===== src/rtl/bvd_pkg.sv =====
package bvd_pkg;
  typedef enum logic [0:0] {
    ST_IDLE = 1'b0,
    ST_WAIT = 1'b1
  } dir_state_t;
endpackage


===== src/rtl/bvd_store.sv =====
module bvd_store #(
  parameter int NCACHE = 4,
  parameter int NBLK   = 8,
  localparam int BW    = (NBLK > 1) ? $clog2(NBLK) : 1
) (
  input  logic              clk,
  input  logic              rst_n,
  input  logic [BW-1:0]     rd_blk,
  output logic [NCACHE-1:0] rd_pres,
  output logic              rd_excl,
  input  logic              wr_en,
  input  logic [BW-1:0]     wr_blk,
  input  logic [NCACHE-1:0] wr_pres,
  input  logic              wr_excl
);
  logic [NCACHE-1:0] pres_q [NBLK];
  logic              excl_q [NBLK];

  always_ff @(posedge clk) begin
    if (!rst_n) begin
      for (int b = 0; b < NBLK; b++) begin
        pres_q[b] <= '0;
        excl_q[b] <= 1'b0;
      end
    end else if (wr_en) begin
      pres_q[wr_blk] <= wr_pres;
      excl_q[wr_blk] <= wr_excl;
    end
  end

  assign rd_pres = pres_q[rd_blk];
  assign rd_excl = excl_q[rd_blk];

  // an exclusive entry always names exactly one holder
  p_excl_one_holder_r4: assert property (@(posedge clk) disable iff (!rst_n)
    (wr_en && wr_excl) |-> ($countones(wr_pres) == 1));
endmodule


===== src/rtl/bvd_plan.sv =====
module bvd_plan #(
  parameter int NCACHE = 4
) (
  input  logic              is_write,
  input  logic [NCACHE-1:0] req_bit,
  input  logic [NCACHE-1:0] cur_pres,
  input  logic              cur_excl,
  output logic [NCACHE-1:0] targets,
  output logic              immediate,
  output logic [NCACHE-1:0] new_pres,
  output logic              new_excl,
  output logic              grant_excl
);
  logic [NCACHE-1:0] others;
  assign others = cur_pres & ~req_bit;

  always_comb begin
    targets    = '0;
    immediate  = 1'b1;
    new_pres   = cur_pres;
    new_excl   = cur_excl;
    grant_excl = 1'b0;
    if (is_write) begin
      targets    = others;
      immediate  = (others == '0);
      new_pres   = req_bit;
      new_excl   = 1'b1;
      grant_excl = 1'b1;
    end else if (cur_excl && (others != '0)) begin
      targets    = others;
      immediate  = 1'b0;
      new_pres   = req_bit;
      new_excl   = 1'b0;
    end else if (cur_excl) begin
      grant_excl = 1'b1;
    end else begin
      new_pres   = cur_pres | req_bit;
    end
  end
endmodule


===== src/rtl/bvd_acks.sv =====
module bvd_acks #(
  parameter int NCACHE = 4
) (
  input  logic              clk,
  input  logic              rst_n,
  input  logic              load,
  input  logic [NCACHE-1:0] load_tgt,
  input  logic              active,
  input  logic [NCACHE-1:0] ack,
  output logic [NCACHE-1:0] pending,
  output logic              done
);
  logic [NCACHE-1:0] tgt_q, got_q, got_n;

  assign got_n   = got_q | (ack & tgt_q);
  assign pending = active ? (tgt_q & ~got_q) : '0;
  assign done    = active && (got_n == tgt_q);

  always_ff @(posedge clk) begin
    if (!rst_n) begin
      tgt_q <= '0;
      got_q <= '0;
    end else if (load) begin
      tgt_q <= load_tgt;
      got_q <= '0;
    end else if (active) begin
      got_q <= got_n;
    end
  end

  // outstanding invalidations only retire, never reappear mid-transaction
  p_inv_only_falls_r3: assert property (@(posedge clk) disable iff (!rst_n)
    (active && $past(active) && !$past(load)) |-> ((pending & ~$past(pending)) == '0));
endmodule


===== src/rtl/bitvec_dir.sv =====
module bitvec_dir #(
  parameter int NCACHE = 4,
  parameter int NBLK   = 8,
  localparam int IDW   = (NCACHE > 1) ? $clog2(NCACHE) : 1,
  localparam int BW    = (NBLK > 1) ? $clog2(NBLK) : 1
) (
  input  logic              clk,
  input  logic              rst_n,
  input  logic              req_valid,
  output logic              req_ready,
  input  logic [IDW-1:0]    req_cache,
  input  logic [BW-1:0]     req_blk,
  input  logic              req_write,
  output logic [NCACHE-1:0] inv_req,
  output logic [BW-1:0]     inv_blk,
  input  logic [NCACHE-1:0] inv_ack,
  output logic              gnt_valid,
  output logic [IDW-1:0]    gnt_cache,
  output logic [BW-1:0]     gnt_blk,
  output logic              gnt_excl
);
  import bvd_pkg::*;

  dir_state_t        st_q;
  logic [IDW-1:0]    h_cache;
  logic [BW-1:0]     h_blk;
  logic              h_write;
  logic              accept, done;
  logic [NCACHE-1:0] req_bit, rd_pres, p_tgt, p_pres;
  logic              rd_excl, p_immed, p_excl, p_gexcl;
  logic              wr_en, wr_excl;
  logic [BW-1:0]     wr_blk;
  logic [NCACHE-1:0] wr_pres;

  assign req_ready = (st_q == ST_IDLE);
  assign accept    = req_valid && req_ready;
  assign req_bit   = NCACHE'(1) << req_cache;
  assign inv_blk   = h_blk;

  bvd_store #(.NCACHE(NCACHE), .NBLK(NBLK)) u_store (
    .clk(clk), .rst_n(rst_n), .rd_blk(req_blk), .rd_pres(rd_pres), .rd_excl(rd_excl),
    .wr_en(wr_en), .wr_blk(wr_blk), .wr_pres(wr_pres), .wr_excl(wr_excl));

  bvd_plan #(.NCACHE(NCACHE)) u_plan (
    .is_write(req_write), .req_bit(req_bit), .cur_pres(rd_pres), .cur_excl(rd_excl),
    .targets(p_tgt), .immediate(p_immed), .new_pres(p_pres), .new_excl(p_excl),
    .grant_excl(p_gexcl));

  bvd_acks #(.NCACHE(NCACHE)) u_acks (
    .clk(clk), .rst_n(rst_n), .load(accept && !p_immed), .load_tgt(p_tgt),
    .active(st_q == ST_WAIT), .ack(inv_ack), .pending(inv_req), .done(done));

  always_comb begin
    if (st_q == ST_WAIT) begin
      wr_en   = done;
      wr_blk  = h_blk;
      wr_pres = NCACHE'(1) << h_cache;
      wr_excl = h_write;
    end else begin
      wr_en   = accept && p_immed;
      wr_blk  = req_blk;
      wr_pres = p_pres;
      wr_excl = p_excl;
    end
  end

  always_ff @(posedge clk) begin
    if (!rst_n) begin
      st_q      <= ST_IDLE;
      h_cache   <= '0;
      h_blk     <= '0;
      h_write   <= 1'b0;
      gnt_valid <= 1'b0;
      gnt_cache <= '0;
      gnt_blk   <= '0;
      gnt_excl  <= 1'b0;
    end else begin
      gnt_valid <= 1'b0;
      case (st_q)
        ST_IDLE: if (accept) begin
          h_cache <= req_cache;
          h_blk   <= req_blk;
          h_write <= req_write;
          if (p_immed) begin
            gnt_valid <= 1'b1;
            gnt_cache <= req_cache;
            gnt_blk   <= req_blk;
            gnt_excl  <= p_gexcl;
          end else begin
            st_q <= ST_WAIT;
          end
        end
        ST_WAIT: if (done) begin
          gnt_valid <= 1'b1;
          gnt_cache <= h_cache;
          gnt_blk   <= h_blk;
          gnt_excl  <= h_write;
          st_q      <= ST_IDLE;
        end
        default: st_q <= ST_IDLE;
      endcase
    end
  end

  // a stalled request channel always means invalidations are outstanding
  p_stall_pending_r8: assert property (@(posedge clk) disable iff (!rst_n)
    !req_ready |-> (inv_req != '0));
  // a write with no other holder is granted on the next cycle
  p_sole_writer_r5: assert property (@(posedge clk) disable iff (!rst_n)
    (accept && req_write && ((rd_pres & ~req_bit) == '0)) |=> (gnt_valid && gnt_excl));
  // a grant without a fresh immediate acceptance is followed by a quiet cycle
  p_grant_pulse_r10: assert property (@(posedge clk) disable iff (!rst_n)
    (gnt_valid && !accept) |=> !gnt_valid);
  // nothing is invalidated while idle
  p_idle_quiet_r1: assert property (@(posedge clk) disable iff (!rst_n)
    req_ready |-> (inv_req == '0));
endmodule


===== config.mk =====
export PLATFORM = sky130hd
export DESIGN_NAME = bitvec_dir
export DESIGN_NICKNAME = d
export VERILOG_FILES = /design/src/rtl/bvd_pkg.sv /design/src/rtl/bvd_store.sv /design/src/rtl/bvd_plan.sv /design/src/rtl/bvd_acks.sv /design/src/rtl/bitvec_dir.sv
export SDC_FILE = /design/constraint.sdc
export NUM_CORES = 1
export LEC_CHECK = 0
export BUFFER_PORTS_ARGS = -buffer_cell sky130_fd_sc_hd__buf_2
export CAP_MARGIN = 0
export CORE_ASPECT_RATIO = 0.5
export CORE_UTILIZATION = 50
export DETAILED_ROUTE_END_ITERATION = 8
export PLACE_DENSITY = 0.75
export SYNTH_ARGS = -nofsm -noshare
export SYNTH_HDL_FRONTEND = slang
export SYNTH_HIERARCHICAL = 1
export SYNTH_SLANG_ARGS = --single-unit

===== constraint.sdc =====
create_clock -name clk -period 8.4 [get_ports clk]
set_clock_uncertainty 0.15 [all_clocks]
set_input_delay 0.84 -clock clk [delete_from_list [all_inputs] [get_ports clk]]
set_output_delay 0.84 -clock clk [all_outputs]
set_load 0.03 [all_outputs]

==> metrics.md <==
| Metric | Value |
|---|---|
| Status | finished, final reports clean |
| Initial antenna violation count | 0 |
| Cells after Synth | approximately 300 |
| Die height | between 50 and 60 microns |
| Hold Crit Endpoint | gnt_cache[0] |
| Nets | between 300 and 400 |
| Synth top area cells | edfxtp_1, dfxtp_1, mux4_1 |
| Part of the power in registers | between 40% and 50% |
| Setup Viol. Count Final | 0 |
| Net Sw Frac | a little under a quarter |
| First-pass GRT wire length | around 12000 microns |
| Hold buffer count at cts | 0 |
| Finished Layout Cells | between 400 and 500 |
| Post-DRT Antenna Nets | 0 |
| Reg2Reg Setup Slack | ~4500 ps |
| Final WL | between 7000 and 8000 microns |
| Sw power | 193 uW |
| Die Area | between 6000 and 7000 sq um |
| Max rail drop VDD | 0.0000929 V |
| Min Tclk post-route | 4340 ps |
| Sequential area share after synthesis | between 40% and 50% |
| Vias in the first global route | approximately 2.2k |
| Clock Tree Root | clkbuf_16 |
| Critical Path AT | 4210 ps |
| Commonest non-fill, non-tap cell in the layout | and2_1 |
| Final hold violation count | 0 |
| Hold wc startpoint | gnt_cache[0] |
| Final HPWL DP | 5450 microns |
| Worst r2r src | u_store/pres_q[1][2] |
| Crit path setup slack, layout | 4060 ps |
| FMAX | roughly 230 MHz |
| Worst Path Required | 8260 ps |
| Synth top area share | ~29% |
| Asr flop ratio synth | 0% |
| Post-synth top flop | edfxtp_1 |
| Relative slew slack | 22.8% |
| Tot GR Track Use | a little under a quarter |
| Synthesized flop and latch total | 62 |
| Detailed-route DRC error count | 0 |
| EDFF count, synth | 32 |
| Overall power | between 800 and 900 uW |
| Synth area leader | edfxtp_1 |
| Clock power frac | 46.7% |
| Post_cts resized | 0 |
| PwrDens | 222 nW/um^2 |
| Commonest non-fill, non-tap cells in the layout | and2_1, edfxtp_1, dfxtp_1 |
| Max_cap viols | 0 |
| Vias per cell | about 5.8 |
| Die Wd | around 120 microns |
| H-tree levels | 3 |
| Worst min path class | reg -> reg |
| Starting density of the core | around 53% |
| Clk buf depth | 2 |
| Overflow after GRT | 0 |
| Pin count of the biggest net entering global routing | 38 |
| Placed Cells | 397 |
| Worst Hold Depth | 2 |
| Unrepaired setup endpoints after global routing | false |
| Internal power | between 600 and 700 uW |
| Crit Path Class | in -> reg |
| Finished Cell Area | 3740 sq um |
| Clock transition at the registers of the reported paths | about 50 ps |
| P_leak | ~1.5 nW |
| CP max FO | 13 |
| DR vias | 2377 |
| Comb pwr share | about an eighth |
| Detailed Routing Iterations Pass 1 | 4 |
| Startpoint types | input pin |
| Sum Neg Setup Slack | 0 ps |
| Area grow syn2layout | 14.6% |
| Synth Cell Area | 3260 sq um |
| Slew @ Worst Pin | ~1100 ps |
| Synth unique cells | 44 |
| Setup slack at placement | 3850 ps |
| Row cnt | 20 |
| Core box area | between 6000 and 7000 sq um |
| Clock net sink count | between 60 and 70 |
| R2R Path End | u_store/pres_q[2][0] |
| Synth warn | 6 |
| DRT iter0 DRCs | ~270 |
| Placed Area | 3420 sq um |
| GPL Wtd Cong | about 1 |
| Clk_lat worst skew | between 300 and 400 ps |
| Max Slew Vio Count | 0 |
| Syn_nets | slightly above 300 |
| Wirelength per Cell | between 15 and 20 microns |
| Crit path capture type | register |
| Period utilisation layout | 51.7% |
| R2R depth | 10 |
| Utilization after layout | roughly 60% |
| Post-CTS setup repair buffer count | 0 |
| CTS tree | done |
| PortBufs | 27 |
| WHS | around 310 ps |
| # IOs | 28 |
| Antenna diodes | 0 |
| Syn Area/Cell | ~11 sq um |
| Fraction of layout cells with a size suffix above 1 | between 10% and 20% |
| Num CTS Buffers | 9 |
-- cell families (layout without fill, tap and decap cells) --
group,after synthesis,after routing,synth area share [%]
AO/OA/AOI/OAI,48,48,11.0
buffers and inverters,21,51,3.57
flip-flops,62,62,47.9
multiplexers,31,31,14.8
AND/OR/NAND/NOR,133,133,22.8
-- Yosys cell counts, types with 6 or more instances --
cell type / instances
mux2i_1: 12
mux4_1: 10
edfxtp_1: 32
nand3_1: 9
nor2b_1: 7
o21ai_0: 6
a32oi_1: 6
and2_1: 35
a21boi_1: 12
dfxtp_1: 30
nand2_1: 26
inv_1: 7
nor2_1: 25
nand2b_1: 10
-- worst max-delay path, stage by stage --
cell      delay (ps)
buf_2            280
mux4_1           600
mux2_2           330
nand2b_4         110
and4_4           280
or2_1            300
nand3b_2         210
nand2_1          210
nand3_1          230
nor3_1           530
nand2b_1         280
-- flip-flops by register name, indices dropped and copies added, names as in the netlist --
| signal | count |
|---|---|
| u_acks/tgt_q | 4 |
| u_acks/got_q | 4 |
| u_store/excl_q | 8 |
| h_write | 1 |
| gnt_valid | 1 |
| h_cache | 2 |
| gnt_cache | 2 |
| u_store/pres_q | 32 |
| gnt_blk | 3 |
| st_q | 1 |
| inv_blk | 3 |
| gnt_excl | 1 |
-- power groups by stage --
stage	combinational, mW	clock, mW	sequential, mW
floorplan	0.0688	0	0.350
global placement	0.0946	0	0.349
detailed placement	0.0966	0	0.350
CTS	0.0972	0.393	0.344
global route	0.106	0.409	0.345
finish	0.0979	0.387	0.344
-- routing by layer --
| metal | global-route usage [%] | wire (microns) |
|---|---|---|
| met2 | 39.1 | 3460 |
| met4 | 8.97 | 99 |
| met1 | 29.9 | 3280 |
| met5 | 0 | 0 |
| met3 | 6.44 | 492 |
-- layout make-up --
cell class / instances / area (sq um)
well taps: 88 / 110
clock buffers: 13 / 250
multi-input cells: 212 / 1590
inverters: 8 / 30.0
clock inverters: 3 / 67.6
fillers: 506 / 2440
flip-flops and latches: 62 / 1560
repair buffers: 27 / 135
-- worst max path at each step --
stage | startpoint | to | cells after the start
final | req_blk[0] | u_store/pres_q[2][0] | 11
after floorplan | req_blk[0] | u_store/pres_q[0][0] | 13
after global placement | req_blk[0] | u_store/pres_q[2][2] | 11
after CTS | req_blk[0] | u_store/pres_q[2][0] | 11
after global routing | req_blk[0] | u_store/pres_q[0][1] | 11
after detailed placement | req_blk[0] | u_store/pres_q[2][2] | 11
No activity file was read; power rests on OpenSTA's default activity.
